[config.mk]
export PLATFORM = sky130hd
export DESIGN_NAME = ierr_collector
export DESIGN_NICKNAME = d
export VERILOG_FILES = /design/src/rtl/ierr_pkg.sv /design/src/rtl/ierr_slv_classify.sv /design/src/rtl/ierr_mst_classify.sv /design/src/rtl/ierr_status_reg.sv /design/src/rtl/ierr_collector.sv
export SDC_FILE = /design/constraint.sdc
export NUM_CORES = 1
export LEC_CHECK = 0
export BUFFER_PORTS_ARGS = -buffer_cell sky130_fd_sc_hd__buf_2
export CAP_MARGIN = 20
export CORE_MARGIN = 1.5
export CORE_UTILIZATION = 41
export CTS_BUF_LIST = sky130_fd_sc_hd__clkbuf_2
export CTS_CLUSTER_DIAMETER = 200
export DETAILED_ROUTE_END_ITERATION = 8
export PLACE_DENSITY_LB_ADDON = 0.3
export SLEW_MARGIN = 20
export SYNTH_ARGS = -nofsm -noshare
export SYNTH_HDL_FRONTEND = slang
export SYNTH_SLANG_ARGS = --single-unit
[constraint.sdc]
create_clock -name clk -period 2.3 [get_ports clk]
set_clock_uncertainty 0.15 [all_clocks]
set_input_delay 0.115 -clock clk [delete_from_list [all_inputs] [get_ports clk]]
set_output_delay 0.115 -clock clk [all_outputs]
set_load 0.05 [all_outputs]
[src/rtl/ierr_pkg.sv]
// Package: shared types for the imprecise error collector.
// Assumes: cause code 2'b11 is never driven with a valid snoop.
package ierr_pkg;

    typedef enum logic [1:0] {
        CAUSE_REQ   = 2'b00,
        CAUSE_WUNIQ = 2'b01,
        CAUSE_BINV  = 2'b10,
        CAUSE_RSVD  = 2'b11
    } snp_cause_e;

    // Width of a master-interface index; at least one bit.
    function automatic int idx_width(input int count);
        return (count > 1) ? $clog2(count) : 1;
    endfunction

endpackage

[src/rtl/ierr_slv_classify.sv]
// Module: decides where a snoop response error on one slave interface is charged.
// Assumes: flags are only meaningful while vld is high; mst_idx < NUM_MST.
module ierr_slv_classify
    import ierr_pkg::*;
#(
    parameter int NUM_MST = 3,
    parameter int MIDX_W  = 2
) (
    input  logic               vld,
    input  logic               err,
    input  logic               hit,
    input  logic               own,
    input  snp_cause_e         cause,
    input  logic [MIDX_W-1:0]  mst_idx,
    output logic               slv_set,
    output logic [NUM_MST-1:0] mst_set
);

    logic bad;
    logic wuniq;

    assign bad   = vld && err;
    assign wuniq = bad && (cause == CAUSE_WUNIQ);

    // Charge the error to this slave interface unless it is precise or unique-write caused.
    always_comb begin
        slv_set = 1'b0;
        if (bad) begin
            unique case (cause)
                CAUSE_BINV:  slv_set = 1'b1;
                CAUSE_WUNIQ: slv_set = 1'b0;
                default:     slv_set = !(hit && own);
            endcase
        end
    end

    // Steer unique-write snoop errors to the master interface named by the index.
    for (genvar j = 0; j < NUM_MST; j++) begin : g_mst
        assign mst_set[j] = wuniq && (mst_idx == MIDX_W'(j));
    end

endmodule

[src/rtl/ierr_mst_classify.sv]
// Module: flags a write response error on one master interface for recording.
// Assumes: errors on writes issued on behalf of a requester are reported precisely elsewhere.
module ierr_mst_classify (
    input  logic vld,
    input  logic err,
    input  logic internal,
    output logic set
);

    // Only writes the interconnect generated itself have no requester to tell.
    assign set = vld && err && internal;

endmodule

[src/rtl/ierr_status_reg.sv]
// Module: sticky write-one-to-clear status bits and a registered active-low interrupt.
// Assumes: set and clear vectors are aligned bit for bit; set wins over clear.
module ierr_status_reg #(
    parameter int ST_W = 7
) (
    input  logic            clk,
    input  logic            rst_n,
    input  logic [ST_W-1:0] set_vec,
    input  logic            clr_we,
    input  logic [ST_W-1:0] clr_mask,
    output logic [ST_W-1:0] status,
    output logic            irq_n
);

    logic [ST_W-1:0] status_q;
    logic [ST_W-1:0] status_d;
    logic            irq_n_q;

    // Next state: drop cleared bits, then add the new events on top.
    always_comb begin
        status_d = status_q;
        if (clr_we) begin
            status_d = status_d & ~clr_mask;
        end
        status_d = status_d | set_vec;
    end

    // Hold the status bits and the interrupt, both from the same next state.
    always_ff @(posedge clk) begin
        if (!rst_n) begin
            status_q <= '0;
            irq_n_q  <= 1'b1;
        end else begin
            status_q <= status_d;
            irq_n_q  <= ~(|status_d);
        end
    end

    assign status = status_q;
    assign irq_n  = irq_n_q;

endmodule

[src/rtl/ierr_collector.sv]
// Module: top of the imprecise error collector.
// Classifies every interface's responses, merges them into one set vector, and keeps sticky status.
// Assumes: all inputs are synchronous to clk; slave bits sit below master bits in the status word.
module ierr_collector
    import ierr_pkg::*;
#(
    parameter int NUM_SLV = 4,
    parameter int NUM_MST = 3,
    localparam int ST_W   = NUM_SLV + NUM_MST,
    localparam int MIDX_W = ierr_pkg::idx_width(NUM_MST)
) (
    input  logic                      clk,
    input  logic                      rst_n,
    input  logic [NUM_SLV-1:0]        snp_vld,
    input  logic [NUM_SLV-1:0]        snp_err,
    input  logic [NUM_SLV-1:0]        snp_hit,
    input  logic [NUM_SLV-1:0]        snp_own,
    input  logic [2*NUM_SLV-1:0]      snp_cause,
    input  logic [MIDX_W*NUM_SLV-1:0] snp_mst,
    input  logic [NUM_MST-1:0]        wr_vld,
    input  logic [NUM_MST-1:0]        wr_err,
    input  logic [NUM_MST-1:0]        wr_internal,
    input  logic                      clr_we,
    input  logic [ST_W-1:0]           clr_mask,
    output logic [ST_W-1:0]           status_rd,
    output logic                      irq_n
);

    logic [NUM_SLV-1:0] slv_set;
    logic [NUM_MST-1:0] wr_set;
    logic [NUM_MST-1:0] wu_set [NUM_SLV];
    logic [NUM_MST-1:0] wu_any;
    logic [ST_W-1:0]    set_vec;

    // One snoop classifier per slave interface.
    for (genvar i = 0; i < NUM_SLV; i++) begin : g_slv
        ierr_slv_classify #(
            .NUM_MST (NUM_MST),
            .MIDX_W  (MIDX_W)
        ) u_cls (
            .vld     (snp_vld[i]),
            .err     (snp_err[i]),
            .hit     (snp_hit[i]),
            .own     (snp_own[i]),
            .cause   (snp_cause_e'(snp_cause[2*i +: 2])),
            .mst_idx (snp_mst[MIDX_W*i +: MIDX_W]),
            .slv_set (slv_set[i]),
            .mst_set (wu_set[i])
        );
    end

    // One write response classifier per master interface.
    for (genvar j = 0; j < NUM_MST; j++) begin : g_mst
        ierr_mst_classify u_cls (
            .vld      (wr_vld[j]),
            .err      (wr_err[j]),
            .internal (wr_internal[j]),
            .set      (wr_set[j])
        );
    end

    // Merge unique-write snoop charges from all slaves onto the master bits.
    always_comb begin
        wu_any = '0;
        for (int i = 0; i < NUM_SLV; i++) begin
            wu_any = wu_any | wu_set[i];
        end
    end

    // Build the status-aligned set vector.
    assign set_vec = {wr_set | wu_any, slv_set};

    ierr_status_reg #(
        .ST_W (ST_W)
    ) u_status (
        .clk      (clk),
        .rst_n    (rst_n),
        .set_vec  (set_vec),
        .clr_we   (clr_we),
        .clr_mask (clr_mask),
        .status   (status_rd),
        .irq_n    (irq_n)
    );

endmodule

==> out/metrics.yaml <==
status:
  outcome: "finished, final reports clean"
timing:
  setup_violations: 0
  rsz0062_at_grt: "no"
  fmaxAchievable_ghz: 0.7292
  hold_viol_final: 0
  finalMaxSlewViolations: 0
  slew_headroom_pct: 81.81
  fin_setup_tns_ps: 0
  finalWorstPathRequiredPeriod_ps: 1371
  final.period_utilization_pct: 59.62
  tightestPinTransition_ps: 272.8
setup_path:
  cp_slowest_cell: "sky130_fd_sc_hd__ha_1"
  worst_path_max_fanout: 2
  critPathRequiredTime_ps: 2300
  r2r-start: "u_status.status[4]$_SDFF_PN0_"
  endpoint_arrival_time_on_the_critical_path_ps: 1370
  crit_path_cell_trace: "buf_2, inv_1, ha_1, o211a_1, a22oi_1, nand4_1, o41ai_2"
  critPathCaptureType: "flop"
  critPathKind: "primary input to flop"
  worstSetupStartpointType: "primary input"
  path_delay_family: "compound AO/OA/AOI/OAI gates"
  max_stage_delay_ps: 290
  path_buf_inv: 2
  source_of_the_critical_timing_path: "snp_cause[4]"
pwr:
  irDropWorstVdd_mv: 0.3018
  power_leakage_nw: 0.5881
  power_density_nw_per_um2: 396.7
synthesis:
  yosys.area.top_type: "sky130_fd_sc_hd__dfxtp_1"
  synth_top_area_share_pct: 24.20
  post_synth.cell_area_avg_sq_um: 8.596
  syn-instance-count: 77
  synth.area.top_cells: "sky130_fd_sc_hd__dfxtp_1 (24%), sky130_fd_sc_hd__ha_1 (15%), sky130_fd_sc_hd__o211a_1 (6.0%), sky130_fd_sc_hd__a22oi_1 (5.7%), sky130_fd_sc_hd__inv_1 (5.7%)"
  syn_std_cell_area_sq_um: 661.9
  synth.distinct_cells: 22
  yosys_warnings: 0
  synth.yosys.seq_area_share_pct: 24.20
  yosys_register_bits: 8
  synth.net_count: 136
global_route:
  grt_pass1_wl_mm: 3.015
  grt_pass1_vias: 822
  grt_start_max_net_pins: 9
  global_route.usage.total_pct: 21.30
  initial_antenna_violation_count: 0
  globalRouteOverflowTotal: 0
floorplanning:
  design.die.area_sq_um: 1865
  die_height_um: 43.18
  coreArea_sq_um: 1506
  placementRows: 14
  initial_util_pct: 43.94
  dieWidth_um: 43.18
  pin_count: 59
detailed_routing:
  drt-met1-wl_um: 767
  maxUsedRoutingLayer: "met4"
  detail_route.wl_per_cell_um: 11.92
  drt_first_iter_violations: 13
  wl_mm: 1.848
  viasPerCell: 5.200
  route.met2.wl_um: 939
  vias: 806
  met3_wirelength_um: 83
  ant_nets: 0
  drtPass1Iterations: 4
  drcViolationCount: 0
clock_network:
  path_clk_slew_ps: 80
  cts_max_level: 1
  clk_path_buf_depth: 2
  clkSinkCount: 8
  clk_latency_ps: 240
  cts_repair_resize_count: 0
  ctsRootBufferMaster: "sky130_fd_sc_hd__clkbuf_2"
  cts_inserted_buffers: 3
  clock_tree_from_tritoncts: "done"
  post-cts-setup-buffers: 0
layout:
  drive_gt1_share_pct: 46.76
  layout.cells.non_filler: 155
  finalNetCount: 200
  fin_area_sq_um: 997.2
  area_overhead_vs_synth_pct: 50.66
  filler_cell_count: 145
  ant_cells: 0
placed_design:
  port-buffer-count: 58
  hpwlAfterDp_mm: 1.600
  post_dp_cell_area_sq_um: 972.2
  dp.cells: 151
  placer_s_final_routability_congestion_estimate: 0.7651
min_path:
  hold_path_class: "primary input to flop"
  hold_path.startpoint: "snp_mst[4]"
run:
  maxCapViolCount: 0
worst reg2reg max path, delay by kind of cell (launching register included):
kind	cells	cell delay [ps]
compound gates	2	490
flops	1	310
simple gates	1	220
worst paths after layout:
kind              cells past startpoint                       endpoint  slack, ps
hold / removal                        4      u_status.irq_n$_SDFF_PN1_        100
setup / recovery                      7      u_status.irq_n$_SDFF_PN1_        930
setup reg to reg                      3      u_status.irq_n$_SDFF_PN1_       1050
hold reg to reg                       2  u_status.status[1]$_SDFF_PN0_        420
metrics by stage:
step,utilization (%),hold WS [ps],power [mW],worst slack [ps]
3_5_place_dp,64.53,189.3,0.3132,677.0
4_1_cts,66.20,85.58,0.4001,950.3
2_1_floorplan,-,20.67,0.2422,873.9
3_3_place_gp,64.53,183.2,0.3093,728.3
6_report,66.20,95.21,0.3955,928.7
5_1_grt,66.20,105.1,0.4215,852.9
where the power goes:
part           switching [mW]  total (mW)  internal [mW]
sequential            0.00436       0.153          0.149
combinational          0.0895       0.159         0.0692
clock                  0.0484      0.0840         0.0356
per-layer routing:
layer / GRT usage (%) / up-vias
met5: 0 / -
li1: - / 417
met4: 13.33 / 0
met1: 23.38 / 350
met2: 37.61 / 32
met3: 2.979 / 7
registers in the layout (all words and copies together), names as in the netlist:
name             cells
u_status.status      7
u_status.irq_n       1
placed cells by master (no fill, tap or decap), drive strengths merged, types with 2 or more instances in the layout:
cell type / instances
inv: 10
nand2: 7
buf: 58
and2: 3
nand4: 5
nor2b: 6
dfxtp: 8
nand2b: 2
ha: 8
a22oi: 5
o211a: 4
and4b: 3
nand3: 5
clkbuf: 3
and3: 2
a32oi: 3
cell families after synthesis:
group | after synthesis | synth area share (%)
AO/OA/AOI/OAI | 15 | 20.99
buffers and inverters | 10 | 5.672
flip-flops | 8 | 24.20
adder cells (fa/ha/maj) | 8 | 15.12
AND/OR/NAND/NOR | 36 | 34.03
synthesized netlist by cell type (all sizes together):
master	number
a32o	1
o211a	4
inv	10
or2	1
nand2b	2
o2bb2ai	1
nor2b	6
a22oi	5
nand4b	1
and4b	3
o41ai	1
nand2	7
nand3	5
nand4bb	1
dfxtp	8
and2	3
nand4	5
and3	2
a32oi	3
ha	8
what timing repair did:
item	in CTS	in global routing
hold endpoints to repair	1	0
endpoints found under the setup margin	0	0
hold buffers	1	0
area by class of cell:
| cell class | instances | area (sq um) | share of cell area (%) |
|---|---|---|---|
| Multi-Input combinational cell | 59 | 464.2 | 46.55 |
| Timing Repair Buffer | 59 | 300.3 | 30.11 |
| Sequential cell | 8 | 160.2 | 16.06 |
| Inverter | 10 | 37.54 | 3.764 |
| Tap cell | 16 | 20.02 | 2.008 |
| Clock buffer | 3 | 15.01 | 1.506 |
(Power assumes the default switching activity.)
